**src/rtl/eau_pkg.sv**
```systemverilog
package eau_pkg;
  localparam int MODE_W = 3;

  typedef enum logic [MODE_W-1:0] {
    MODE_ABS     = 3'd0,
    MODE_REGIND  = 3'd1,
    MODE_DISP    = 3'd2,
    MODE_INDEX   = 3'd3,
    MODE_MEMIND  = 3'd4,
    MODE_AUTOINC = 3'd5,
    MODE_AUTODEC = 3'd6,
    MODE_RSVD    = 3'd7
  } eau_mode_e;

  typedef enum logic {
    ST_IDLE = 1'b0,
    ST_WAIT = 1'b1
  } eau_state_e;

  // access size code to byte count: 0->1, 1->2, 2/3->4
  function automatic int unsigned size_bytes(input logic [1:0] code);
    case (code)
      2'd0:    return 1;
      2'd1:    return 2;
      default: return 4;
    endcase
  endfunction
endpackage

```
**src/rtl/eau_calc.sv**
```systemverilog
module eau_calc
  import eau_pkg::*;
#(
  parameter int AW  = 32,
  parameter int SCW = 2
) (
  input  logic [MODE_W-1:0] mode_i,
  input  logic [AW-1:0]     imm_i,
  input  logic [AW-1:0]     base_i,
  input  logic [AW-1:0]     index_i,
  input  logic [SCW-1:0]    scale_i,
  input  logic [1:0]        size_i,
  output logic [AW-1:0]     ea_o,
  output logic [AW-1:0]     wb_o,
  output logic              wb_need_o,
  output logic              ind_o,
  output logic              rsvd_o
);
  localparam int NSCALE = 1 << SCW;

  logic [AW-1:0] shifted [NSCALE];
  logic [AW-1:0] scaled;
  logic [AW-1:0] step;
  logic [AW-1:0] dec_val;

  generate
    for (genvar g = 0; g < NSCALE; g++) begin : g_scale
      assign shifted[g] = index_i << g;
    end
  endgenerate

  assign scaled  = shifted[scale_i];
  assign step    = AW'(size_bytes(size_i));
  assign dec_val = base_i - step;

  always_comb begin
    ea_o      = '0;
    wb_o      = '0;
    wb_need_o = 1'b0;
    ind_o     = 1'b0;
    rsvd_o    = 1'b0;
    case (eau_mode_e'(mode_i))
      MODE_ABS:    ea_o = imm_i;
      MODE_REGIND: ea_o = base_i;
      MODE_DISP:   ea_o = base_i + imm_i;
      MODE_INDEX:  ea_o = base_i + scaled;
      MODE_MEMIND: begin
        ind_o = 1'b1;
        ea_o  = base_i;
      end
      MODE_AUTOINC: begin
        ea_o      = base_i;
        wb_o      = base_i + step;
        wb_need_o = 1'b1;
      end
      MODE_AUTODEC: begin
        ea_o      = dec_val;
        wb_o      = dec_val;
        wb_need_o = 1'b1;
      end
      default: rsvd_o = 1'b1;
    endcase
  end
endmodule

```
**src/rtl/eau_seq.sv**
```systemverilog
module eau_seq
  import eau_pkg::*;
#(
  parameter int AW = 32
) (
  input  logic          clk,
  input  logic          rst,
  input  logic          start_i,
  input  logic          ind_i,
  input  logic          rsvd_i,
  input  logic          wb_need_i,
  input  logic [AW-1:0] ea_calc_i,
  input  logic [AW-1:0] wb_calc_i,
  input  logic [AW-1:0] base_i,
  input  logic          rd_valid_i,
  input  logic [AW-1:0] rd_data_i,
  output logic          busy_o,
  output logic          done_o,
  output logic          err_o,
  output logic [AW-1:0] ea_o,
  output logic          rd_req_o,
  output logic [AW-1:0] rd_addr_o,
  output logic          wb_en_o,
  output logic [AW-1:0] wb_val_o
);
  eau_state_e state;

  always_ff @(posedge clk) begin
    if (rst) begin
      state     <= ST_IDLE;
      done_o    <= 1'b0;
      err_o     <= 1'b0;
      ea_o      <= '0;
      rd_req_o  <= 1'b0;
      rd_addr_o <= '0;
      wb_en_o   <= 1'b0;
      wb_val_o  <= '0;
    end else begin
      done_o  <= 1'b0;
      err_o   <= 1'b0;
      wb_en_o <= 1'b0;
      case (state)
        ST_IDLE: begin
          if (start_i) begin
            if (ind_i) begin
              rd_req_o  <= 1'b1;
              rd_addr_o <= base_i;
              state     <= ST_WAIT;
            end else begin
              done_o <= 1'b1;
              err_o  <= rsvd_i;
              ea_o   <= ea_calc_i;
              if (wb_need_i) begin
                wb_en_o  <= 1'b1;
                wb_val_o <= wb_calc_i;
              end
            end
          end
        end
        default: begin
          if (rd_valid_i) begin
            rd_req_o <= 1'b0;
            done_o   <= 1'b1;
            ea_o     <= rd_data_i;
            state    <= ST_IDLE;
          end
        end
      endcase
    end
  end

  assign busy_o = (state == ST_WAIT);

  AST_SINGLE_CYCLE: assert property (@(posedge clk) disable iff (rst)
    (start_i && !busy_o && !ind_i) |=> done_o);
  AST_IND_HOLD: assert property (@(posedge clk) disable iff (rst)
    (rd_req_o && !rd_valid_i) |=> (rd_req_o && $stable(rd_addr_o) && !done_o));
  AST_IND_FINISH: assert property (@(posedge clk) disable iff (rst)
    (rd_req_o && rd_valid_i) |=> (done_o && !rd_req_o && !busy_o));
  AST_BUSY_IGNORE: assert property (@(posedge clk) disable iff (rst)
    (busy_o && !rd_valid_i) |=> (!done_o && busy_o));
  AST_WB_WITH_DONE: assert property (@(posedge clk) disable iff (rst)
    wb_en_o |-> (done_o && !err_o));
  AST_RSVD_CLEAN: assert property (@(posedge clk) disable iff (rst)
    err_o |-> (done_o && !wb_en_o && !rd_req_o));
endmodule

```
**src/rtl/eff_addr_unit.sv**
```systemverilog
module eff_addr_unit
  import eau_pkg::*;
#(
  parameter int AW  = 32,
  parameter int SCW = 2
) (
  input  logic              clk,
  input  logic              rst,
  input  logic              start,
  input  logic [MODE_W-1:0] mode,
  input  logic [AW-1:0]     imm,
  input  logic [AW-1:0]     base_val,
  input  logic [AW-1:0]     index_val,
  input  logic [SCW-1:0]    scale_sel,
  input  logic [1:0]        size_sel,
  input  logic              rd_valid,
  input  logic [AW-1:0]     rd_data,
  output logic              busy,
  output logic              done,
  output logic              err,
  output logic [AW-1:0]     ea,
  output logic              rd_req,
  output logic [AW-1:0]     rd_addr,
  output logic              wb_en,
  output logic [AW-1:0]     wb_val
);
  logic [AW-1:0] ea_calc;
  logic [AW-1:0] wb_calc;
  logic          wb_need;
  logic          ind;
  logic          rsvd;

  eau_calc #(.AW(AW), .SCW(SCW)) u_calc (
    .mode_i    (mode),
    .imm_i     (imm),
    .base_i    (base_val),
    .index_i   (index_val),
    .scale_i   (scale_sel),
    .size_i    (size_sel),
    .ea_o      (ea_calc),
    .wb_o      (wb_calc),
    .wb_need_o (wb_need),
    .ind_o     (ind),
    .rsvd_o    (rsvd)
  );

  eau_seq #(.AW(AW)) u_seq (
    .clk        (clk),
    .rst        (rst),
    .start_i    (start),
    .ind_i      (ind),
    .rsvd_i     (rsvd),
    .wb_need_i  (wb_need),
    .ea_calc_i  (ea_calc),
    .wb_calc_i  (wb_calc),
    .base_i     (base_val),
    .rd_valid_i (rd_valid),
    .rd_data_i  (rd_data),
    .busy_o     (busy),
    .done_o     (done),
    .err_o      (err),
    .ea_o       (ea),
    .rd_req_o   (rd_req),
    .rd_addr_o  (rd_addr),
    .wb_en_o    (wb_en),
    .wb_val_o   (wb_val)
  );
endmodule

```
**config.mk**
```make
export PLATFORM = sky130hd
export DESIGN_NAME = eff_addr_unit
export DESIGN_NICKNAME = d
export VERILOG_FILES = /design/src/rtl/eau_pkg.sv /design/src/rtl/eau_calc.sv /design/src/rtl/eau_seq.sv /design/src/rtl/eff_addr_unit.sv
export SDC_FILE = /design/constraint.sdc
export NUM_CORES = 1
export LEC_CHECK = 0
export BUFFER_PORTS_ARGS = -buffer_cell sky130_fd_sc_hd__buf_2
export CORE_ASPECT_RATIO = 0.5
export CORE_MARGIN = 5
export CORE_UTILIZATION = 35
export DETAILED_ROUTE_END_ITERATION = 7
export GPL_TIMING_DRIVEN = 0
export SETUP_SLACK_MARGIN = 0.02
export SLEW_MARGIN = 20
export SYNTH_ARGS = -nofsm -noshare
export SYNTH_HDL_FRONTEND = slang
export SYNTH_HIERARCHICAL = 1
export SYNTH_SLANG_ARGS = --single-unit
```
**constraint.sdc**
```tcl
create_clock -name clk -period 6.8 [get_ports clk]
set_input_delay 2.04 -clock clk [delete_from_list [all_inputs] [get_ports clk]]
set_output_delay 2.04 -clock clk [all_outputs]
set_load 0.02 [all_outputs]
```
==> results of run 1 <==
[per-stage QoR]
stage                     total power, uW  area (um^2)  setup WS [ns]  TNS [ns]
after floorplan                      1120         9690          0.668         0
after global placement               1380        11300         -0.423     -1.99
after detailed placement             1390        11300         -0.396     -2.13
after CTS                            1930        11600          0.132         0
after global routing                 2030        11600         0.0403         0
final                                1930        11600          0.229         0
[cell type report]
cell class,count,area share (%)
repair buffers,235,10.1
inverters,16,0.516
plain buffers,121,4.89
diodes,1,0.0215
well taps,382,4.10
clock inverters,7,0.634
clock buffers,9,1.93
flip-flops and latches,101,17.4
multi-input cells,1016,60.5
[worst reg2reg max path, delay by kind of cell (launching register included)]
family	cells	cell delay [ns]
compound gates	1	0.18
buf+inv	2	0.51
flops	1	0.41
simple gates	2	0.52
[registers in the layout (all words and copies together), names as in the netlist]
signal,flops
u_seq/rd_req_o,1
u_seq/err_o,1
u_seq/rd_addr_o,32
u_seq/busy_o,1
u_seq/ea_o,32
u_seq/wb_en_o,1
u_seq/wb_val_o,32
u_seq/done_o,1
[final timing paths]
check                                 startpoint  slack (ns)                              end
setup reg to reg         u_seq/busy_o$_SDFF_PP0_        5.10  u_seq/rd_addr_o[5]$_SDFFE_PP0P_
hold reg to reg   u_seq/wb_val_o[7]$_SDFFE_PP0P_        0.46   u_seq/wb_val_o[7]$_SDFFE_PP0P_
setup / recovery                         mode[2]        0.23      u_seq/ea_o[30]$_SDFFE_PP0P_
hold / removal    u_seq/wb_val_o[7]$_SDFFE_PP0P_        0.46   u_seq/wb_val_o[7]$_SDFFE_PP0P_
[cell usage in the layout, fill, tap and decap left out, types with 29 or more instances in the layout]
cell	Yosys	routed
buf_2	30	265
nand2_1	211	210
a21oi_1	145	145
dfxtp_1	101	101
nor2_1	74	74
clkbuf_1	74	73
o21ai_0	48	48
mux2i_1	44	44
o31ai_1	37	37
ha_1	37	37
a21oi_2	30	30
mux2_2	29	29
[report_power, final]
part | total [uW] | switching, uW | internal, uW
Sequential | 633 | 15.0 | 618
Clock | 535 | 274 | 261
Combinational | 765 | 487 | 278
Total | 1930 | 776 | 1160
[per-layer routing]
layer / track usage, % / vias to the layer above / part of all wire, %
met5: 0 / - / 0
met4: 7.58 / 0 / 2.8
li1: - / 5122 / -
met2: 40.0 / 483 / 43
met3: 8.44 / 71 / 10
met1: 36.5 / 5223 / 44
[cell families (layout without fill, tap and decap cells)]
| kind of cell | Yosys count | count (layout) |
|---|---|---|
| AOI/OAI and AO/OA | 418 | 418 |
| and+or+nand+nor | 416 | 416 |
| buffers and inverters | 137 | 388 |
| DFF | 101 | 101 |
| muxes | 100 | 100 |
| xor gates and xnor gates | 42 | 42 |
| adders and majority gates | 40 | 40 |
| other | 0 | 1 |
[repair_timing]
action	in CTS	in global routing
resized for setup	1	3
gates cloned	0	0
endpoints found under the setup margin	1	10
endpoints found under the hold margin	0	0
==> summary.txt, run 1 <==
Synth
  – Post-Synth Adder-Cell Area: under 10%
  – Largest family of logic cells by synthesized area: compound AO/OA/AOI/OAI gates
  – Top-area cell type share of the netlist area: between 20% and 30%
  – Synth Area in Simple Gates: 20.8%
  – Syn avg cell area: about 7.7 um^2
  – Ys flop type: dfxtp_1
  – Gate Count Post-Synth: approximately 1.3k
  – Post-synth ARST share: 0%
  – Mux share of post-synthesis cell area: 14.2%
  – Top-count cell post-synth: nand2_1
  – Synth warn: 6
  – Synth top area cells: dfxtp_1 21%, nand2_1 8.2%, a21oi_1 7.5%
  – Sequential area share after synthesis: about a fifth
  – Post-synth EDFFs: 0
  – Compound-Gate Fraction of Synth Area: between 20 and 30%
  – Yosys reg bits: around 100
  – Synth cell count leaders: 211 x nand2_1, 145 x a21oi_1, 101 x dfxtp_1
  – XOR/XNOR Fraction of Synth Area: under 10%
  – Area leader, netlist: dfxtp_1
  – Post-synthesis cell type count: between 80 and 90
  – Syn Nets: ~1.4k
  – Post-synthesis cell area: a little under 10,000 um^2

Die
  – Die width: roughly 250 um
  – # IOs: 240
  – Core Region: about 27,000 um^2
  – # rows: between 40 and 50
  – Die H: 128 um
  – Initial Utilization: 35.2%
  – Die footprint: between 30,000 and 40,000 um^2

Layout
  – Multi-input gate area: roughly 7000 um^2
  – Finished Layout Cells: 1,888
  – Layout cells sized above 1: 26.9%
  – Util after Layout: 42.4%
  – P&R area growth vs syn: 20.2%
  – Nets: roughly 1.7k
  – Register Area: about 2000 um^2
  – Fillers: 2,876

Route
  – First DRT Iteration DRCs: ~1.2k
  – Total wire length: around 43,000 um
  – 1st-pass router iterations: 5
  – Residual DRC: 0
  – Vias: between 10k and 15k
  – WL/cell: between 20 and 25 um
  – Number of antenna-violating nets in the routed design: 0
  – Drt via density: approximately 5.8

Clock network
  – Hold_buf cts: 0
  – Clock slew at reported path FFs: about 0.090 ns
  – Clock buffer depth: 2
  – Clk root buf: clkbuf_16
  – Clk sinks: around 100
  – CTS H-tree depth: 3
  – Postcts setup bufs: 0
  – Num CTS Buffers: 9
  – Clk_lat worst skew: 0.39 ns
  – CTS tree: built

Critical path
  – CP max stage delay: ~0.53 ns
  – Slowest-stage cell, CP: a21oi_1
  – Crit-path leading delay family: compound AO/OA/AOI/OAI gates
  – CP bufs+invs: 3
  – FF-to-FF path depth: 5
  – CP startpoint kind: input pin
  – Critical path class: input pin to flop
  – CP endpoint kind: flop
  – CP Cell Sequence: clkbuf_1 -> nor2b_1 -> clkbuf_2 -> nand2_2 -> clkbuf_1 -> o41ai_1 -> ha_1 -> fa_1 -> a211oi_2 -> o211ai_1 -> a41oi_2 -> a21oi_1 -> a211oi_2 -> nor3_1 -> mux2_2 -> o211ai_1 -> mux2i_1 -> a21oi_2
  – Worst Path Required: 7.13 ns
  – Critical path arrival: approximately 6.9 ns
  – WP depth: 18
  – Worst Path Max Fanout: 10

STA
  – Min Tclk post-route: roughly 6.6 ns
  – Worst Tran Pin Value: 1.06 ns
  – Fmax: 152 MHz
  – Hold WS: 0.457 ns
  – Max transition margin: between 20% and 30%
  – Fin. Hold Viols: 0
  – RSZ-0062 raised after global routing: no
  – Slew Limit Fails: 0
  – Fin crit share: 96.6%
  – Clock skew: approximately 0.015 ns
  – Final count of negative-setup-slack endpoints: 0

Place
  – I/O Buffers: 235
  – DP Wirelength: roughly 36,000 um
  – Placer Congestion: roughly 1.0
  – DP Cell Count: roughly 1.9k

Power and ir drop
  – Pwr per Cell Area: ~170 nW/um^2
  – Peak supply drop: roughly 0.14 mV
  – Leakage power: 0.00475 uW

Min path
  – Worst hold path depth: 2
  – Hold crit path type: flop to flop

GRT
  – Total GRT Usage: about a quarter
  – Antenna violations before repair: 1
  – First-pass GRT wire length: between 60,000 and 70,000 um
  – Via count of the first global-routing pass: between 10k and 15k
  – Gr ovfl total: 0
  – Pin count of the biggest net entering global routing: 21

Run
  – Max_cap viols: 0

Outcome
  – Outcome: completed
(Power assumes the default switching activity.)
==> run 2: changes to the inputs <==
--- a/config.mk
+++ b/config.mk
@@ -9,6 +9,7 @@
 export CORE_ASPECT_RATIO = 0.5
 export CORE_MARGIN = 5
 export CORE_UTILIZATION = 35
+export CTS_BUF_LIST = sky130_fd_sc_hd__clkbuf_4
 export DETAILED_ROUTE_END_ITERATION = 7
 export GPL_TIMING_DRIVEN = 0
 export SETUP_SLACK_MARGIN = 0.02
==> constraint.sdc (replaced) <==
create_clock -name clk -period 5.9 [get_ports clk]
set_input_delay 1.77 -clock clk [delete_from_list [all_inputs] [get_ports clk]]
set_output_delay 1.77 -clock clk [all_outputs]
set_load 0.02 [all_outputs]
==> run 2 against run 1 <==
  * First-iteration DRC count down 1.5%
  * Critical endpoint unchanged
  * Worst setup slack worse by 0.085 ns
  * Via count up 0.78%
  * Total power up 3.5%
  * Critical path depth unchanged
  * Clock power down 28%
  * Final area down 0.99%
  * Hold slack better by 0.012 ns
  * Critical path type unchanged
  * Register-to-register slack worse by 0.96 ns
==> summary.txt, run 2 (synthesis results as in run 1) <==
Place
  – DP Wirelength: about 36,000 um
  – Placed instance area: between 10,000 and 15,000 um^2
  – Placer Congestion: about 1
  – I/O Buffers: about 240

Critical path
  – CP max stage delay: 0.38 ns
  – FF-to-FF path depth: 5
  – CP endpoint kind: flop
  – Slowest-stage cell, CP: mux2_2
  – CP bufs+invs: 3
  – Critical path class: input pin to flop
  – Critical path arrival: approximately 6.3 ns
  – Crit-path leading delay family: compound AO/OA/AOI/OAI gates
  – CP startpoint kind: input pin
  – Worst Path Max Fanout: 10
  – Worst Path Required: ~6.4 ns
  – CP Cell Sequence: clkbuf_1 -> nor2b_1 -> clkbuf_2 -> nand2_2 -> buf_2 -> o41ai_1 -> ha_1 -> fa_1 -> a211oi_2 -> o211ai_1 -> a41oi_2 -> a21oi_4 -> a211oi_4 -> nor3_1 -> mux2_2 -> o211ai_1 -> mux2i_1 -> a21oi_2
  – CP most frequent cell: o211ai_1
  – WP depth: 18

Route
  – 1st-pass router iterations: 6
  – Residual DRC: 0
  – Total wire length: between 40,000 and 50,000 um
  – Number of antenna-violating nets in the routed design: 0
  – Drt via density: approximately 5.8
  – Vias: 11.0k
  – WL/cell: roughly 23 um
  – First DRT Iteration DRCs: approximately 1.2k

STA
  – Worst Tran Pin Value: 1.11 ns
  – Fin. Hold Viols: 0
  – Slew Limit Fails: 0
  – Max transition margin: 25.4%
  – RSZ-0062 raised after global routing: no
  – Min Tclk post-route: approximately 5.8 ns
  – Clock skew: between 0.03 and 0.04 ns
  – Fin crit share: between 90% and 100%
  – Fmax: between 150 and 200 MHz
  – Final count of negative-setup-slack endpoints: 0

Clock network
  – Clk root buf: clkbuf_4
  – Hold_buf cts: 0
  – Clock slew at reported path FFs: about 0.2 ns
  – CTS tree: built
  – Clk_lat worst skew: ~0.56 ns
  – CTS H-tree depth: 3
  – Num CTS Buffers: 9
  – Clock buffer depth: 2
  – Clk sinks: roughly 100

Power and ir drop
  – Overall Power: about 2000 uW
  – Pwr per Cell Area: about 170 nW/um^2
  – Leakage power: 0.00469 uW
  – Peak supply drop: 0.0820 mV

Run
  – Max_cap viols: 0

Die
  – Die H: approximately 130 um
  – Die footprint: approximately 31,000 um^2
  – Initial Utilization: between 30% and 40%
  – Core Region: between 20,000 and 30,000 um^2
  – Die width: between 200 and 250 um
  – # IOs: between 200 and 250
  – # rows: 43

Outcome
  – Outcome: completed

Min path
  – Worst hold path depth: 2
  – Hold crit path type: flop to flop

GRT
  – First-pass GRT wire length: 63,300 um
  – Antenna violations before repair: 2
  – Gr ovfl total: 0
  – Pin count of the biggest net entering global routing: 21
  – Via count of the first global-routing pass: between 10k and 15k
  – Total GRT Usage: 26.4%

Layout
  – Multi-input gate area: around 7100 um^2
  – Nets: ~1.7k
  – Register Area: a little over 2000 um^2
  – Design area: around 12,000 um^2
  – Most frequent cells in the layout: 267 x buf_2, 210 x nand2_1, 144 x a21oi_1, 101 x dfxtp_1, 74 x nor2_1
  – Leading cell type in the layout, fill and taps excluded: buf_2
  – Fillers: between 2k and 3k
  – Layout cells sized above 1: roughly 27%
  – P&R area growth vs syn: 19.0%
  – Biggest regs: u_seq/ea_o: 32 flops, u_seq/rd_addr_o: 32 flops, u_seq/wb_val_o: 32 flops
run 2: per-stage QoR:
stage          instances  utilization [%]  setup TNS [ns]  hold slack, ns  worst slack [ns]
6_report            1889             42.0               0           0.469             0.144
5_1_grt             1889             42.0               0           0.480            0.0401
4_1_cts             1887             41.8               0           0.469             0.116
3_5_place_dp        1871             41.3          -15.07           0.446             -1.03
3_3_place_gp        1871             41.3          -14.55           0.441             -1.05
2_1_floorplan       1254                -               0           0.533            0.0382
run 2: worst paths after layout:
path,from,end,slack (ns)
hold reg to reg,u_seq/wb_val_o[13]$_SDFFE_PP0P_,u_seq/wb_val_o[13]$_SDFFE_PP0P_,0.47
hold / removal,u_seq/wb_val_o[13]$_SDFFE_PP0P_,u_seq/wb_val_o[13]$_SDFFE_PP0P_,0.47
setup / recovery,mode[2],u_seq/ea_o[30]$_SDFFE_PP0P_,0.14
setup reg to reg,u_seq/busy_o$_SDFF_PP0_,u_seq/rd_addr_o[5]$_SDFFE_PP0P_,4.14
run 2: routing by layer:
layer,wire length [um],vias to the layer above,track usage (%),part of all wire (%)
met5,0,-,0,0
met4,1170,0,8.04,2.7
met3,4340,62,8.01,10
met2,18500,488,40.1,43
met1,19100,5316,36.3,44
li1,-,5118,-,-
run 2: power by group:
group	internal, uW	total [uW]	switching (uW)
Sequential	714	731	17.3
Combinational	322	884	562
Clock	100	384	284
Total	1140	2000	863
run 2: repair_timing:
item                                    in CTS  in global routing
buffers inserted                             0                  0
gates resized for setup                      4                 13
endpoints found under the setup margin      12                 12
pin swaps                                    0                  0
run 2: layout make-up:
class / count / share of cell area, %
Antenna cell: 2 / 0.0434
Sequential cell: 101 / 17.5
Multi-Input combinational cell: 1016 / 61.4
Buffer: 121 / 4.98
Tap cell: 382 / 4.14
Timing Repair Buffer: 235 / 10.2
Clock inverter: 7 / 0.640
Clock buffer: 9 / 0.586
Inverter: 16 / 0.521
run 2: worst min-delay path: stages (launching register included):
cell,delay (ns)
dfxtp_1,0.35
nand2_1,0.05
a21oi_1,0.05
